--- src/rtl/cfg_rec_pkg.sv ---
package cfg_rec_pkg;

    typedef enum logic {
        ST_IDLE    = 1'b0,
        ST_COLLECT = 1'b1
    } coll_state_e;

    localparam int MAGIC_BYTES  = 3;
    localparam int LEN_HI_OFS   = 3;
    localparam int LEN_LO_OFS   = 4;
    localparam int VER_FIRST    = 5;
    localparam int VER_LAST     = 7;
    localparam int TYPE_OFS     = 8;
    localparam int HDR_END      = 9;
    localparam int MAC_BYTES    = 6;
    localparam int SLACK_BYTES  = 5;

    function automatic logic version_allowed(input logic [23:0] v);
        return (v == 24'd1) || (v == 24'd2);
    endfunction

endpackage

--- src/rtl/cfg_hdr_check.sv ---
module cfg_hdr_check
    import cfg_rec_pkg::*;
#(
    parameter logic [23:0] MAGIC      = 24'h434647,
    parameter logic [7:0]  BOARD_TYPE = 8'd2,
    parameter int          MIN_LEN    = 65,
    parameter int          OFS_W      = 7
) (
    input  logic             clk,
    input  logic             rst_n,
    input  logic             clear_i,
    input  logic             take_i,
    input  logic [OFS_W-1:0] ofs_i,
    input  logic [7:0]       byte_i,
    output logic [15:0]      len_o,
    output logic [23:0]      ver_o,
    output logic             hdr_ok_o
);
    typedef struct packed {
        logic        magic_ok;
        logic        type_ok;
        logic [15:0] len;
        logic [23:0] ver;
    } hdr_s;

    hdr_s q, d;
    logic [31:0] ofs_w;
    logic [7:0]  want;

    always_comb begin
        d     = q;
        ofs_w = 32'(ofs_i);
        case (ofs_w)
            32'd0:   want = MAGIC[23:16];
            32'd1:   want = MAGIC[15:8];
            default: want = MAGIC[7:0];
        endcase
        if (clear_i) begin
            d.magic_ok = 1'b1;
            d.type_ok  = 1'b0;
            d.len      = '0;
            d.ver      = '0;
        end else if (take_i) begin
            if (ofs_w < MAGIC_BYTES) begin
                if (byte_i != want) d.magic_ok = 1'b0;
            end
            if (ofs_w == LEN_HI_OFS || ofs_w == LEN_LO_OFS) begin
                d.len = {q.len[7:0], byte_i};
            end
            if (ofs_w >= VER_FIRST && ofs_w <= VER_LAST) begin
                d.ver = {q.ver[15:0], byte_i};
            end
            if (ofs_w == TYPE_OFS) begin
                d.type_ok = (byte_i == BOARD_TYPE);
            end
        end
        len_o    = q.len;
        ver_o    = q.ver;
        hdr_ok_o = q.magic_ok && q.type_ok && (32'(q.len) >= MIN_LEN)
                   && version_allowed(q.ver);
    end

    always_ff @(posedge clk or negedge rst_n) begin
        if (!rst_n) q <= '0;
        else        q <= d;
    end

endmodule

--- config.mk ---
export PLATFORM = sky130hd
export DESIGN_NAME = cfg_hdr_check
export DESIGN_NICKNAME = d
export VERILOG_FILES = /design/src/rtl/cfg_rec_pkg.sv /design/src/rtl/cfg_hdr_check.sv
export SDC_FILE = /design/constraint.sdc
export NUM_CORES = 1
export LEC_CHECK = 0
export ABC_AREA = 1
export BUFFER_PORTS_ARGS = -buffer_cell sky130_fd_sc_hd__buf_4
export CAP_MARGIN = 15
export CORE_ASPECT_RATIO = 0.8
export CORE_MARGIN = 10
export CORE_UTILIZATION = 57
export DETAILED_ROUTE_END_ITERATION = 12
export PLACE_DENSITY = 0.81
export SETUP_SLACK_MARGIN = 0.3
export SYNTH_ARGS = -nofsm -noshare
export SYNTH_HDL_FRONTEND = slang
export SYNTH_SLANG_ARGS = --single-unit
--- constraint.sdc ---
create_clock -name clk -period 1.6 [get_ports clk]
set_input_delay 0.16 -clock clk [delete_from_list [all_inputs] [get_ports clk]]
set_output_delay 0.16 -clock clk [all_outputs]
set_load 0.05 [all_outputs]
Yosys cells after proc, flatten, opt, wreduce, memory -nomap -nowiden

Cells that the tools add are included.

Multiplexer cells: 8
Reduce and logical (&&, ||, !) cells: 17
$lt $le $gt $ge: 4
Eq/ne operators: 8

Operators with widths:

| operator                                                           | number |
|---|---|
| two-way mux 42 bit                                                 | 2 |
| == test 24 x 1 -> 1 bit, second input constant                     | 1 |
| == test 24 x 2 -> 1 bit, second input constant                     | 1 |
| two-way mux 24 bit                                                 | 1 |
| greater-or-equal comparator 16 x 7 -> 1 bit, second input constant | 1 |
| two-way mux 16 bit                                                 | 1 |
| nonzero test 2 bit                                                 | 6 |
| == test 8 x 2 -> 1 bit, second input constant                      | 1 |
| != test 8 bit                                                      | 1 |
| == test 7 x 1 -> 1 bit, second input constant                      | 1 |
| == test 7 x 2 -> 1 bit, second input constant                      | 1 |
| == test 7 x 3 -> 1 bit, second input constant                      | 1 |
| == test 7 x 4 -> 1 bit, second input constant                      | 1 |
| greater-or-equal comparator 7 x 3 -> 1 bit, second input constant  | 1 |
| less-or-equal comparator 7 x 3 -> 1 bit, second input constant     | 1 |
| zero test 7 bit                                                    | 1 |
| less-than comparator 7 x 2 -> 1 bit, second input constant         | 1 |
| case mux 3 bit (2 select lines)                                    | 1 |
| AND reduction 2 bit                                                | 3 |
| logical AND 1 bit                                                  | 4 |
| two-way mux 1 bit                                                  | 3 |
| AND reduction 3 bit                                                | 1 |
| logical OR 1 bit                                                   | 2 |

Flip-flop bits (word level): 42
Bits of input ports: 19
Logic and storage cells: 41

Logic depth before layout (Yosys ltp)

Gate-level depths: netlist of run 1.

Depth in word-level cells: 7
Depth in mapped cells: 8

Least setup slack after synthesis of run 1

OpenSTA, ideal clock, no wires.

Path kind: register -> output
Start point: register q, in the netlist ver_o[23]
End point: output hdr_ok_o
Stages on the path, launching flop included: 6
Setup slack: 0.047 ns
Arrival: 1.393 ns
Path buffers: 0
Data required time: 1.440 ns
Cell sequence: dfrtp_1 nor2_1 nand2_1 nor3_1 nand2_1 nor2_1

Cells in the longest elaborated chain, start to end: 3
Elaborated cells on any way between the ends: 4
Those cells by class: eq/ne: 2; reduce/logical: 2

RTL lines:

| what                                                               | RTL line            | RTL |
|---|---|---|
| start, declared                                                    | cfg_hdr_check.sv:26 | `hdr_s q, d;` |
| start signal, assigned                                             | cfg_hdr_check.sv:64 | `if (!rst_n) q <= '0;` |
| start signal, assigned                                             | cfg_hdr_check.sv:65 | `else q <= d;` |
| == test 24 x 1 -> 1 bit or == test 24 x 2 -> 1 bit (tied branches) | cfg_rec_pkg.sv:19   | `return (v == 24'd1) \|\| (v == 24'd2);` |
| logical OR 1 bit (*)                                               | cfg_rec_pkg.sv:19   |  |
| logical AND 1 bit (*)                                              | cfg_hdr_check.sv:60 | `&& version_allowed(q.ver);` |
| end, declared                                                      | cfg_hdr_check.sv:17 | `output logic hdr_ok_o` |

Every way passes the cells marked *; elsewhere a longest branch is shown, timed or not.

Final worst setup path of run 1

Start point: register q, in the netlist ver_o[16]
End point: output hdr_ok_o

The elaborated chain is that of the path after synthesis.

==> flow_metrics.env, run 1 <==
export IMPL_ys_seq_elements=42
export IMPL_crit_chain="nor2_1 -> nand2_1 -> nor3_2 -> nand2_1 -> nor2_4 -> buf_8"
export IMPL_worstPathArrival_ps=1440
export IMPL_grt_ovfl_total=0
export IMPL_critPathKind="flop to primary output"
export IMPL_grt_max_degree=48
export IMPL_clk_pin_slew_ps=80
export IMPL_coreArea_sq_um=3930
export IMPL_cp_slowest_cell="dfrtp_1"
export IMPL_fillers=321
export IMPL_setup_viol=1
export IMPL_synth_ff_type="dfrtp_1"
export IMPL_antenna_left=0
export IMPL_finalMaxSlewViolations=0
export IMPL_antenna_found_initial=0
export IMPL_status="complete, but fails checks"
export IMPL_worstHoldStart="byte_i[3]"
export IMPL_grt_pass1_vias=1902
export IMPL_synth_edf_count=0
export IMPL_startpoint_type="flop"
export IMPL_pre_cts_slack_ps=180
export IMPL_synthArstFlopShare=1.00
export IMPL_vias=2012
export IMPL_place_hpwl_um=4080
export IMPL_crit_path_start="ver_o[16]"
export IMPL_drv_cap=0
export IMPL_multi_input_area_sq_um=901
export IMPL_total_power_w=0.00209
export IMPL_layout_nets=342
export IMPL_final_util=0.701
export IMPL_fin_skew_ps=6.01
export IMPL_r2r_start="ver_o[9]"
export IMPL_synth_fp_nets=315
export IMPL_drive_gt1_frac=0.306
export IMPL_ys_warn_count=0
export IMPL_ys_top_cells_by_count="nand2_1, nand3_1, dfrtp_1"
export IMPL_cts_root_buf="clkbuf_8"
export IMPL_cpMostUsedCell="nand2_1"
export IMPL_reg2reg_slack_ps=750
export IMPL_powerDensity_nw_per_um2=757
export IMPL_cts_tree="done"
export IMPL_max_freq_mhz=623
export IMPL_syn_inst=296
export IMPL_portBuffers=59
export IMPL_synth_area_top_cells="dfrtp_1, buf_4, nand3_1"
export IMPL_fin_crit_ps=1600
export IMPL_fp_dieH_um=77.9
export IMPL_viasPerCell=5.31
export IMPL_fin_crit_sh=1.00
export IMPL_r2r_cells=3
export IMPL_end_kind="primary output"
export IMPL_max_slew_margin=0.637
export IMPL_cp_required_ps=1440
export IMPL_synth_top_cell_by_area="dfrtp_1"
export IMPL_drt_total_wl_um=5640
export IMPL_gp_congestion=0.850
export IMPL_endpoint="hdr_ok_o"
export IMPL_hold_violations=0
export IMPL_synth_most_common_cell="nand2_1"
export IMPL_rsz0062_at_grt="yes"
export IMPL_fp_dieW_um=92.4
export IMPL_syn_area_sq_um=2390
export IMPL_seq_area_sq_um=1050
export IMPL_antennaDiodeCount=0
export IMPL_htreeDepth=2
export IMPL_ir_worst_vdd_v=0.000415
export IMPL_crit_path_max_incr_delay_ps=410
export IMPL_wl_per_cell_um=14.9
export IMPL_insertion_delay_ps=300
export IMPL_ys_seq_area_frac=0.440
export IMPL_setup_ws_ps=-4.44
export IMPL_syn_avg_cell_area_sq_um=8.08
export IMPL_cellLeakagePower_nw=1.44
export IMPL_crit_path_max_fanout=3
export IMPL_synth_top_area_frac=0.440
export IMPL_clkSinkCount=42
export IMPL_numCtsBuffers=5
export IMPL_grt_pass1_wl_um=9110
export IMPL_grt_use_total=0.154
export IMPL_initial_core_util=0.609
export IMPL_drtPass1Iterations=4
export IMPL_hold_class="input pin to flop"
export IMPL_holdWs_ps=118
export IMPL_reg2reg_to="ver_o[9]"
export IMPL_pin_count=60
export IMPL_worstMarginPinSlew_ps=542
export IMPL_die_area_sq_um=7200
export IMPL_synthToLayoutAreaGrowth_pct=15.2
export IMPL_rows=20
export IMPL_clockBufferDepth=2
export IMPL_drc_errors=0
export IMPL_violations="setup timing"
export IMPL_drt_iter0_drc=138
export IMPL_synth_cell_types=22
[metrics by stage]
| stage | instance area [sq um] | setup TNS [ps] | cells |
|---|---|---|---|
| after global routing | 2750 | -59.7 | 379 |
| after floorplan | 2400 | 0 | 296 |
| after global placement | 2540 | 0 | 360 |
| after CTS | 2740 | 0 | 377 |
| final | 2750 | -4.44 | 379 |
| after detailed placement | 2540 | 0 | 360 |
[critical path, delay by kind of cell, from the launching register on]
kind          cells  cell delay [ps]
buf+inv           1              150
flops             1              410
simple gates      5              590
[kinds of logic (layout without fill, tap and decap cells)]
kind of cell    after synthesis  count (layout)  share of synthesized area
buf+inv                      68              96                      0.190
simple gates                156             156                      0.295
compound gates               30              30                     0.0754
flops                        42              42                      0.440
[how the worst min path moves through the flow]
| stage | slack (ps) | endpoint | depth (start not counted) |
|---|---|---|---|
| 3_5_place_dp | 170 | ver_o[0] | 1 |
| 4_1_cts | 130 | ver_o[3] | 3 |
| 5_1_grt | 150 | len_o[4] | 3 |
| 2_1_floorplan | -140 | len_o[0] | 0 |
| 6_report | 120 | ver_o[3] | 3 |
| 3_3_place_gp | 180 | ver_o[9] | 1 |
[flip-flops by register name, indices dropped and copies added, names as in the netlist]
name / cells
ver_o: 24
len_o: 16
q: 2
[per-layer routing]
metal / wire length, um / global-route usage / up-vias
li1: - / - / 978
met1: 2560 / 0.206 / 961
met2: 2550 / 0.227 / 66
met3: 433 / 0.0452 / 7
met4: 90 / 0.0662 / 0
met5: 0 / 0 / -
[cell usage in the layout, fill, tap and decap left out, types with 2 or more instances in the layout]
master,instances
o21ai_0,13
nor2_2,2
nor2_1,31
clkbuf_8,5
nand4_1,4
nand3_1,52
nor2_4,4
o21ai_1,7
a21oi_1,2
inv_1,13
buf_4,69
o21ai_2,8
nor3_1,2
inv_2,3
dfrtp_1,42
nand2_1,57
[layout make-up]
type                            count  share of cell area
Clock inverter                      2              0.0136
Multi-Input combinational cell    186               0.327
Sequential cell                    42               0.382
Tap cell                           55              0.0250
Timing Repair Buffer               72               0.204
Inverter                           16              0.0218
Clock buffer                        6              0.0264
[report_power, final]
group	internal [W]	switching [W]	total, W	leakage (nW)
Sequential	0.00106	0.00000284	0.00107	0.582
Clock	0.000466	0.000382	0.000848	0.0514
Combinational	0.0000597	0.000113	0.000172	0.812
Total	0.00159	0.000497	0.00209	1.44
[what timing repair did]
action                                  in CTS  in global routing
pin swaps                                    2                  0
hold buffers                                 1                  0
buffers inserted                             8                  2
endpoints found under the setup margin       1                  1
gates resized for setup                      4                  0
hold endpoints to repair                    42                  0
(Power assumes the default switching activity.)
==> run 2, diff against run 1 <==
- PLACE_DENSITY: 0.81 -> 0.86
==> flow_metrics.env, run 2 (same netlist as run 1, synthesis figures left out) <==
export IMPL_reg2reg_slack_ps=710
export IMPL_fp_dieH_um=77.9
export IMPL_clkSinkCount=42
export IMPL_multi_input_area_sq_um=908
export IMPL_crit_path_max_fanout=3
export IMPL_clockBufferDepth=2
export IMPL_synthToLayoutAreaGrowth_pct=14.4
export IMPL_dpl_cell_area_sq_um=2540
export IMPL_vias=1972
export IMPL_hold_class="input pin to flop"
export IMPL_powerDensity_nw_per_um2=686
export IMPL_wl_per_cell_um=14.4
export IMPL_grt_max_degree=43
export IMPL_coreArea_sq_um=3930
export IMPL_cp_slowest_cell="dfrtp_1"
export IMPL_fin_crit_ps=1580
export IMPL_numCtsBuffers=5
export IMPL_cellLeakagePower_nw=1.43
export IMPL_grt_pass1_vias=1823
export IMPL_setup_tns_ps=0
export IMPL_worstPathArrival_ps=1420
export IMPL_end_kind="primary output"
export IMPL_mostFrequentLayoutCell="buf_4"
export IMPL_layout_nets=342
export IMPL_worstMarginPinSlew_ps=556
export IMPL_crit_chain="nor2_1 -> nand4_1 -> nor2_1 -> nand2_1 -> nor2_4 -> buf_8"
export IMPL_hold_violations=0
export IMPL_reg2reg_to="ver_o[23]"
export IMPL_pin_count=60
export IMPL_drc_errors=0
export IMPL_insertion_delay_ps=300
export IMPL_cts_root_buf="clkbuf_8"
export IMPL_fillers=327
export IMPL_r2r_cells=4
export IMPL_ir_worst_vdd_v=0.000333
export IMPL_max_slew_margin=0.628
export IMPL_crit_path_start="ver_o[8]"
export IMPL_antenna_found_initial=0
export IMPL_fin_area_sq_um=2740
export IMPL_gp_congestion=0.853
export IMPL_grt_use_total=0.153
export IMPL_drtPass1Iterations=5
export IMPL_drt_iter0_drc=164
export IMPL_startpoint_type="flop"
export IMPL_antenna_left=0
export IMPL_r2r_start="ver_o[23]"
export IMPL_finalMaxSlewViolations=0
export IMPL_drive_gt1_frac=0.310
export IMPL_portBuffers=59
export IMPL_cpMostUsedCell="nor2_1"
export IMPL_grt_ovfl_total=0
export IMPL_die_area_sq_um=7200
export IMPL_setup_viol=0
export IMPL_fin_crit_sh=0.988
export IMPL_cp_num_buf_inv=1
export IMPL_final_util=0.696
export IMPL_endpoint="hdr_ok_o"
export IMPL_cp_top_family="simple AND/OR/NAND/NOR gates"
export IMPL_critPathKind="flop to primary output"
export IMPL_seq_area_sq_um=1050
export IMPL_fin_skew_ps=7.20
export IMPL_rows=20
export IMPL_final_cell_mix="buf_4, nand2_1, nand3_1"
export IMPL_drv_cap=0
export IMPL_fp_dieW_um=92.4
export IMPL_crit_path_max_incr_delay_ps=400
export IMPL_cts_tree="done"
export IMPL_htreeDepth=2
export IMPL_max_freq_mhz=632
export IMPL_initial_core_util=0.609
export IMPL_cp_required_ps=1440
export IMPL_status="finished clean"
export IMPL_cp_depth=6
export IMPL_drt_total_wl_um=5440
export IMPL_rsz0062_at_grt="yes"
export IMPL_viasPerCell=5.22
export IMPL_largest_register_ffs=24
export IMPL_clk_pin_slew_ps=80
export IMPL_grt_pass1_wl_um=9010
export IMPL_place_hpwl_um=4090
export IMPL_antennaDiodeCount=0
## run 2: final cells by class
class	count	area share
flip-flops and latches	42	0.384
multi-input cells	186	0.332
repair buffers	72	0.207
clock buffers	6	0.0265
well taps	55	0.0252
inverters	16	0.0220
clock inverters	1	0.00274
## run 2: worst reg2reg max path, cell delays in order (launching register included)
cell	delay (ps)
dfrtp_1	390
buf_4	130
buf_4	130
nand3_1	70
nand2_1	60
## run 2: report_power, final
| group | internal (W) | leakage (nW) | switching [W] |
|---|---|---|---|
| Clock | 0.000299 | 0.0373 | 0.000343 |
| Sequential | 0.00106 | 0.582 | 0.00000271 |
| Combinational | 0.0000595 | 0.814 | 0.000110 |
## run 2: metal layers
layer,global-route usage,share of wire
met2,0.220,0.44
met1,0.200,0.47
met3,0.0606,0.066
met5,0,0
met4,0.0662,0.021
## run 2: worst min path at each step
stage / from / to / slack, ps / depth (start not counted)
global placement: rst_n / ver_o[9] / 170 / 1
finish: byte_i[4] / ver_o[4] / 140 / 3
global route: byte_i[3] / len_o[3] / 140 / 3
floorplan: rst_n / len_o[0] / -140 / 0
detailed placement: rst_n / ver_o[9] / 170 / 1
CTS: byte_i[3] / len_o[3] / 130 / 3
## run 2: stage by stage
| stage | hold slack, ps | setup WS (ps) | instances | power [W] |
|---|---|---|---|---|
| after CTS | 129 | -0.996 | 373 | 0.00189 |
| after detailed placement | 173 | 165 | 360 | 0.00126 |
| after floorplan | -136 | 391 | 296 | 0.00117 |
| after global placement | 174 | 244 | 360 | 0.00125 |
| final | 137 | 18.7 | 378 | 0.00188 |
| after global routing | 138 | -58.8 | 378 | 0.00196 |
## run 2: timing repair
| action | CTS | global route |
|---|---|---|
| resized for setup | 5 | 2 |
| setup endpoints to repair | 1 | 1 |
| hold buffers | 1 | 0 |
| buffers inserted | 5 | 5 |
| pin swaps | 3 | 1 |
| endpoints found under the hold margin | 42 | 0 |
==> run 3, diff against run 2 <==
- CORE_UTILIZATION: 57 -> 53
- PLACE_DENSITY: 0.86 -> 0.81
- clock period: 1.6 -> 1.7 ns (I/O delays scaled with it)
==> flow_metrics.env, run 3 (same netlist as run 1, synthesis figures left out) <==
export IMPL_fillers=372
export IMPL_cts_root_buf="clkbuf_8"
export IMPL_finalMaxSlewViolations=0
export IMPL_end_kind="primary output"
export IMPL_cts_tree="done"
export IMPL_rows=21
export IMPL_htreeDepth=2
export IMPL_setup_tns_ps=0
export IMPL_startpoint_type="flop"
export IMPL_grt_use_total=0.146
export IMPL_fp_dieH_um=80.1
export IMPL_grt_met3_usage=0.0632
export IMPL_holdWs_ps=135
export IMPL_drt_iter0_drc=162
export IMPL_grt_pass1_vias=1858
export IMPL_reg2reg_slack_ps=870
export IMPL_crit_path_max_incr_delay_ps=410
export IMPL_place_hpwl_um=4000
export IMPL_worstHoldStart="byte_i[3]"
export IMPL_die_area_sq_um=7610
export IMPL_largest_register_ffs=24
export IMPL_pre_cts_slack_ps=264
export IMPL_hold_class="input pin to flop"
export IMPL_max_slew_margin=0.651
export IMPL_grt_pass1_wl_um=8940
export IMPL_cp_required_ps=1530
export IMPL_cp_slowest_cell="dfrtp_1"
export IMPL_status="finished clean"
export IMPL_clockBufferDepth=2
export IMPL_clk_pin_slew_ps=80
export IMPL_ir_worst_vdd_v=0.000300
export IMPL_wl_per_cell_um=14.7
export IMPL_initial_core_util=0.562
export IMPL_grtUsageMet1=0.182
export IMPL_viasPerCell=5.18
export IMPL_cp_top_family="simple AND/OR/NAND/NOR gates"
export IMPL_max_freq_mhz=632
export IMPL_worstPathArrival_ps=1410
export IMPL_vias=1943
export IMPL_fin_skew_ps=5.08
export IMPL_antenna_found_initial=0
export IMPL_clkSinkCount=42
export IMPL_hold_violations=0
export IMPL_setup_viol=0
export IMPL_coreArea_sq_um=4260
export IMPL_pin_count=60
export IMPL_setup_ws_ps=118
export IMPL_grt_max_degree=47
export IMPL_synthToLayoutAreaGrowth_pct=12.0
export IMPL_rsz0062_at_grt="yes"
export IMPL_dpl_cell_area_sq_um=2530
export IMPL_fin_crit_sh=0.931
export IMPL_use_met2=0.227
export IMPL_cp_num_buf_inv=1
export IMPL_layout_nets=337
export IMPL_crit_path_start="ver_o[4]"
export IMPL_drc_errors=0
export IMPL_worstMarginPinSlew_ps=522
export IMPL_antennaDiodeCount=0
export IMPL_crit_path_max_fanout=3
export IMPL_final_cells=375
export IMPL_drt_total_wl_um=5520
export IMPL_insertion_delay_ps=290
export IMPL_drive_gt1_frac=0.292
export IMPL_final_cell_mix="buf_4, nand2_1, nand3_1"
export IMPL_powerDensity_nw_per_um2=657
export IMPL_cellLeakagePower_nw=1.40
export IMPL_critPathKind="flop to primary output"
export IMPL_drtPass1Iterations=4
export IMPL_numCtsBuffers=5
export IMPL_gp_congestion=0.807
export IMPL_fin_crit_ps=1580
export IMPL_cpMostUsedCell="nor2_1"
export IMPL_fp_dieW_um=95.1
export IMPL_grt_ovfl_total=0
export IMPL_drv_cap=0
export IMPL_mostFrequentLayoutCell="buf_4"
export IMPL_dp_cells=361
export IMPL_antenna_left=0
export IMPL_r2r_start="ver_o[9]"
export IMPL_portBuffers=59
export IMPL_crit_chain="nor2_1 -> nand4_1 -> nor2_1 -> nand2_1 -> nor2_2 -> buf_6"
export IMPL_grt_busiest_layer="met2"
export IMPL_fin_area_sq_um=2680
run 3: path summary, 6_finish.rpt:
| path | endpoint | cells after the start |
|---|---|---|
| worst max-delay path | hdr_ok_o | 6 |
| worst min-delay path | ver_o[3] | 3 |
| worst max register to register | ver_o[9] | 3 |
| worst min register to register | q[41] | 2 |
| max in group asynchronous | len_o[1] | 2 |
| min in group asynchronous | ver_o[14] | 2 |
run 3: tightest hold or removal path, stage by stage:
cell and delay, ps:
buf_4 90, nand3_1 60, o21ai_0 70
run 3: repair_timing:
action                                  in CTS  in global routing
pin swaps                                    3                  1
hold endpoints to repair                    42                  0
resized for setup                            2                  2
setup buffers                                4                  2
endpoints found under the setup margin       1                  1
hold buffers                                 1                  0
run 3: area by class of cell:
type | count | area (sq um) | share of cell area
Clock buffer | 7 | 76.3 | 0.0285
Tap cell | 57 | 71.3 | 0.0266
Multi-Input combinational cell | 186 | 896 | 0.335
Inverter | 16 | 60.1 | 0.0224
Sequential cell | 42 | 1050 | 0.393
Timing Repair Buffer | 67 | 522 | 0.195
run 3: report_power, final:
part | switching [W] | internal, W
sequential | 0.00000275 | 0.00100
combinational | 0.000104 | 0.0000542
clock | 0.000313 | 0.000283
run 3: routing by layer:
layer | vias up | routed length [um] | share of wire
met2 | 64 | 2510 | 0.45
met3 | 8 | 531 | 0.096
li1 | 970 | - | -
met5 | - | 0 | 0
met1 | 901 | 2420 | 0.44
met4 | 0 | 63 | 0.011
run 3: metrics by stage:
stage,power (W),utilization
2_1_floorplan,0.00110,-
3_3_place_gp,0.00118,0.595
3_5_place_dp,0.00118,0.595
4_1_cts,0.00176,0.625
5_1_grt,0.00183,0.629
6_report,0.00176,0.629
